===== config.mk =====
export PLATFORM = sky130hd
export DESIGN_NAME = quad_encoder_emulator
export DESIGN_NICKNAME = d
export VERILOG_FILES = /design/src/rtl/qe_pkg.sv /design/src/rtl/qe_position_counter.sv /design/src/rtl/qe_phase_decoder.sv /design/src/rtl/qe_output_stage.sv /design/src/rtl/quad_encoder_emulator.sv
export SDC_FILE = /design/constraint.sdc
export NUM_CORES = 1
export LEC_CHECK = 0
export ABC_AREA = 1
export ABC_CLOCK_PERIOD_IN_PS = 1400
export BUFFER_PORTS_ARGS = -buffer_cell sky130_fd_sc_hd__buf_2
export CORE_MARGIN = 4
export CORE_UTILIZATION = 53
export DETAILED_ROUTE_END_ITERATION = 8
export GPL_ROUTABILITY_DRIVEN = 0
export PLACE_DENSITY = 0.74
export RECOVER_POWER = 100
export SYNTH_ARGS = -nofsm -noshare
export SYNTH_HDL_FRONTEND = slang
export SYNTH_HIERARCHICAL = 1
export SYNTH_SLANG_ARGS = --single-unit

===== constraint.sdc =====
create_clock -name clk -period 1.4 [get_ports clk]
set_input_delay 0.14 -clock clk [delete_from_list [all_inputs] [get_ports clk]]
set_output_delay 0.14 -clock clk [all_outputs]
set_load 0.005 [all_outputs]

===== src/rtl/qe_pkg.sv =====
package qe_pkg;

    typedef enum logic [1:0] {
        MW_QUARTER = 2'b00,
        MW_HALF    = 2'b01,
        MW_FULL    = 2'b10,
        MW_SPARE   = 2'b11
    } mark_width_e;

    typedef struct packed {
        logic a;
        logic b;
        logic mark;
    } enc_sig_t;

    localparam enc_sig_t ENC_RESET = '{a: 1'b0, b: 1'b0, mark: 1'b1};

    // number of low positions covered by the index window
    function automatic logic [2:0] mark_span(input mark_width_e w);
        case (w)
            MW_HALF: return 3'd2;
            MW_FULL: return 3'd4;
            default: return 3'd1;
        endcase
    endfunction

    // Gray image of the two lowest position bits: {a, b}
    function automatic logic [1:0] phase_of(input logic [1:0] lo);
        return {lo[1], lo[1] ^ lo[0]};
    endfunction

endpackage


===== src/rtl/qe_position_counter.sv =====
module qe_position_counter #(
    parameter int POS_W = 12
) (
    input  logic             clk,
    input  logic             rst,
    input  logic             step_i,
    input  logic             dir_up_i,
    output logic [POS_W-1:0] pos_o
);
    localparam logic [POS_W-1:0] ONE = {{(POS_W-1){1'b0}}, 1'b1};

    logic [POS_W-1:0] pos_q;
    logic [POS_W-1:0] pos_d;

    always_comb begin
        pos_d = pos_q;
        if (step_i) begin
            pos_d = dir_up_i ? (pos_q + ONE) : (pos_q - ONE);
        end
    end

    always_ff @(posedge clk) begin
        if (rst) pos_q <= '0;
        else     pos_q <= pos_d;
    end

    assign pos_o = pos_q;
endmodule


===== src/rtl/qe_phase_decoder.sv =====
module qe_phase_decoder
    import qe_pkg::*;
#(
    parameter int POS_W = 12
) (
    input  logic [POS_W-1:0] pos_i,
    input  logic [1:0]       width_sel_i,
    output enc_sig_t         sig_o
);
    localparam int HI_W = POS_W - 2;

    logic [1:0]  ab;
    logic        upper_zero;
    logic [2:0]  span;

    always_comb begin
        ab         = phase_of(pos_i[1:0]);
        upper_zero = (pos_i[POS_W-1:2] == {HI_W{1'b0}});
        span       = mark_span(mark_width_e'(width_sel_i));
        sig_o.a    = ab[1];
        sig_o.b    = ab[0];
        sig_o.mark = upper_zero && ({1'b0, pos_i[1:0]} < span);
    end
endmodule


===== src/rtl/qe_output_stage.sv =====
module qe_output_stage
    import qe_pkg::*;
(
    input  logic     clk,
    input  logic     rst,
    input  enc_sig_t sig_i,
    input  logic     step_i,
    input  logic     dir_up_i,
    output enc_sig_t sig_o,
    output logic     dir_o
);
    enc_sig_t sig_q;
    logic     dir_q;

    always_ff @(posedge clk) begin
        if (rst) begin
            sig_q <= ENC_RESET;
            dir_q <= 1'b1;
        end else begin
            sig_q <= sig_i;
            if (step_i) dir_q <= dir_up_i;
        end
    end

    assign sig_o = sig_q;
    assign dir_o = dir_q;
endmodule


===== src/rtl/quad_encoder_emulator.sv =====
module quad_encoder_emulator
    import qe_pkg::*;
#(
    parameter int POS_W = 12
) (
    input  logic       clk,
    input  logic       rst,
    input  logic       step_i,
    input  logic       dir_up_i,
    input  logic [1:0] width_sel_i,
    output logic       enc_a_o,
    output logic       enc_b_o,
    output logic       index_o,
    output logic       dir_o
);
    logic [POS_W-1:0] pos_q;
    enc_sig_t         sig_comb;
    enc_sig_t         sig_reg;

    qe_position_counter #(.POS_W(POS_W)) u_cnt (
        .clk      (clk),
        .rst      (rst),
        .step_i   (step_i),
        .dir_up_i (dir_up_i),
        .pos_o    (pos_q)
    );

    qe_phase_decoder #(.POS_W(POS_W)) u_dec (
        .pos_i       (pos_q),
        .width_sel_i (width_sel_i),
        .sig_o       (sig_comb)
    );

    qe_output_stage u_out (
        .clk      (clk),
        .rst      (rst),
        .sig_i    (sig_comb),
        .step_i   (step_i),
        .dir_up_i (dir_up_i),
        .sig_o    (sig_reg),
        .dir_o    (dir_o)
    );

    assign enc_a_o = sig_reg.a;
    assign enc_b_o = sig_reg.b;
    assign index_o = sig_reg.mark;
endmodule


==> results.cfg <==
[timing]
finalCritPeriodShare_pct = 101
fin_crit_ns = 1.42
rsz0062_at_grt = true
maxSlewViolCount = 0
clock.fmax_ghz = 0.706
skew_ns = 0.0137
finalSetupViolations = 3
hold_viol = 0
setup_ws_ns = -0.0158
tightest_slew_ns = 0.318
max_slew_margin_pct = 78.8

[yosys]
post_synth.cell_area_avg_um2 = 6.06
ys_seq_area_share_pct = 23.8
synth_nets = 242
syn_inst = 222
yosysTopAreaCell = dfxtp_1
ys_seq_elements = 16
synth_area_leaders = dfxtp_1 24%, nand2_1 17%, ha_1 12%
ys_types = 26
synth_top_area_share_pct = 23.8
yosysWarningCount = 6
syn_area_um2 = 1350

[setup_path]
worstPathRequired_ns = 1.60
criticalPathCategory = register to register
worst_ep_arrival_time_ns = 1.61
cp-start-kind = register
critPathMaxFanout = 4
endpoint_kind = register

[clocking]
cts_tree = built
clk_pin_slew_ns = 0.12
clockBufferDepth = 2
clockRootBuffer = clkbuf_4
cts_buffers = 3
htree_num_levels = 1
cts_sinks = 16
clock_latency_ns = 0.30
cts.hold.buffers_added = 0

[cells_and_area]
final_util_pct = 74.2
antennaDiodeCount = 0
drive_above_1_share_pct = 29.8
area_growth_pct = 35.3
fin_area_um2 = 1820
finalNonFillerCells = 285
nets = 276
fillCellCount = 182

[floorplanning]
core-area_um2 = 2450
die_h_um = 58.4
io_pins = 10
initial_utilization_pct = 54.8
fp.dieW_um = 58.4
die_area_um2 = 3410
num_rows = 18

[outcome]
run_status = finished with violations
violations = setup timing

[place]
io_buffers = 9
dp_cells = 280
placed_area_um2 = 1580
dp_hpwl_um = 2260

[detailed_routing]
antenna_left = 0
firstDrtPassIters = 4
wl_per_cell_um = 11.5
viasPerCell = 4.72
drc = 0
drtIter0Drc = 54
vias = 1346
drt_wl_total_um = 3280

[grt]
met2_usage_pct = 34.9
grt_util_met3_pct = 4.17
grt_pass1_wl_um = 5460
antenna_found_initial = 0
grt_pass1_vias = 1292
track_usage_pct = 20.8
grt-ovfl-total = 0
grt-busiest-layer = met2
grt_start_max_net_pins = 17
met1_usage_pct = 25.4

[power]
finalPower_mw = 1.68
vdd_drop_max_v = 0.000768
pwr_density_cell_nw_per_um2 = 923
p_leak_nw = 0.987

[flow_run]
maxCapViolCount = 0

[min_path]
hp-class = input port to register
per-layer routing:
metal  vias up  routed length [µm]
met5         -                   0
met4         0                  59
met3         6                 108
met2        22                1600
met1       583                1510
li1        735                   -
registers in the layout, indices dropped and copies added (netlist names):
signal / flops
u_cnt/pos_o: 12
u_out/sig_o: 3
u_out/dir_o: 1
synth_stat cells:
library cell / number
or2_0: 1
buf_4: 1
nand2_2: 2
o21ai_0: 3
o21ai_1: 1
fa_1: 1
clkinv_1: 1
and2_0: 1
buf_2: 2
xnor2_1: 5
xor2_1: 3
nor2_2: 1
or2_1: 1
nand4_1: 3
nand3_1: 16
inv_1: 41
nand3_2: 1
nand3b_1: 1
dfxtp_1: 16
a21oi_1: 5
nand2_1: 62
a21oi_2: 1
buf_6: 1
ha_1: 13
inv_2: 1
nor2_1: 38
path summary, 6_finish.rpt:
kind | start | endpoint | slack [ns] | cells past startpoint
worst max-delay path | u_cnt/pos_o[8]$_SDFFE_PP0P_ | u_cnt/pos_o[9]$_SDFFE_PP0P_ | -0.02 | 9
worst min-delay path | dir_up_i | u_out/dir_o$_SDFFE_PP1P_ | 0.21 | 4
worst max register to register | u_cnt/pos_o[8]$_SDFFE_PP0P_ | u_cnt/pos_o[9]$_SDFFE_PP0P_ | -0.02 | 9
worst min register to register | u_out/dir_o$_SDFFE_PP1P_ | u_out/dir_o$_SDFFE_PP1P_ | 0.48 | 2
logic make-up (layout without fill, tap and decap cells):
logic type | Yosys count | after routing | share of synthesized area [%]
AO/OA/AOI/OAI | 10 | 10 | 4.00
XOR/XNOR | 8 | 8 | 5.20
adder cells (fa/ha/maj) | 14 | 14 | 13.6
buffers and inverters | 47 | 80 | 14.1
flip-flops | 16 | 16 | 23.8
AND/OR/NAND/NOR | 127 | 127 | 39.3
layout make-up:
class,instances,area (µm²),share of cell area (%)
Multi-Input combinational cell,159,1020,55.9
Sequential cell,16,328,18.0
Timing Repair Buffer,33,236,13.0
Inverter,43,165,9.07
Tap cell,30,37.5,2.06
Clock buffer,4,36.3,1.99
power by group:
group	leakage (nW)	internal [mW]	switching [mW]	total (mW)
clock	0.0210	0.158	0.170	0.329
sequential	0.135	0.510	0.0432	0.553
combinational	0.831	0.387	0.414	0.801
total	0.987	1.05	0.627	1.68
critical path: stages (launching register included):
cell,delay (ns)
dfxtp_1,0.40
ha_4,0.23
nand2_2,0.10
inv_1,0.06
a21oi_2,0.16
nand3_1,0.10
nand2_1,0.07
nand3_1,0.06
nand2_1,0.08
inv_1,0.04
repair_timing:
item | in CTS | in global routing
pin swaps | 1 | 2
gates resized for setup | 18 | 19
cloned | 0 | 0
endpoints found under the setup margin | 7 | 9
setup buffers | 1 | 0
layout by cell type, fill, tap and decap left out, types with 2 or more instances in the layout:
cell	instances
a21oi_2	2
xor2_1	3
nand3_2	4
buf_4	22
clkbuf_4	4
nor2_1	35
nor2_2	4
nand3_1	12
nand2_1	55
xnor2_1	5
a21oi_1	3
inv_2	2
buf_2	8
dfxtp_2	6
inv_1	40
nand2_2	9
dfxtp_1	10
ha_1	4
o21ai_1	3
nand4_1	3
ha_4	9
per-stage QoR:
step	setup TNS [ns]	worst slack (ns)	hold slack (ns)
finish	-0.0355	-0.0158	0.211
global route	-0.629	-0.143	0.218
CTS	0	0.00307	0.206
detailed placement	-2.91	-0.346	0.447
global placement	-2.60	-0.313	0.446
floorplan	-0.0566	-0.0268	0.211
(Power assumes the default switching activity.)
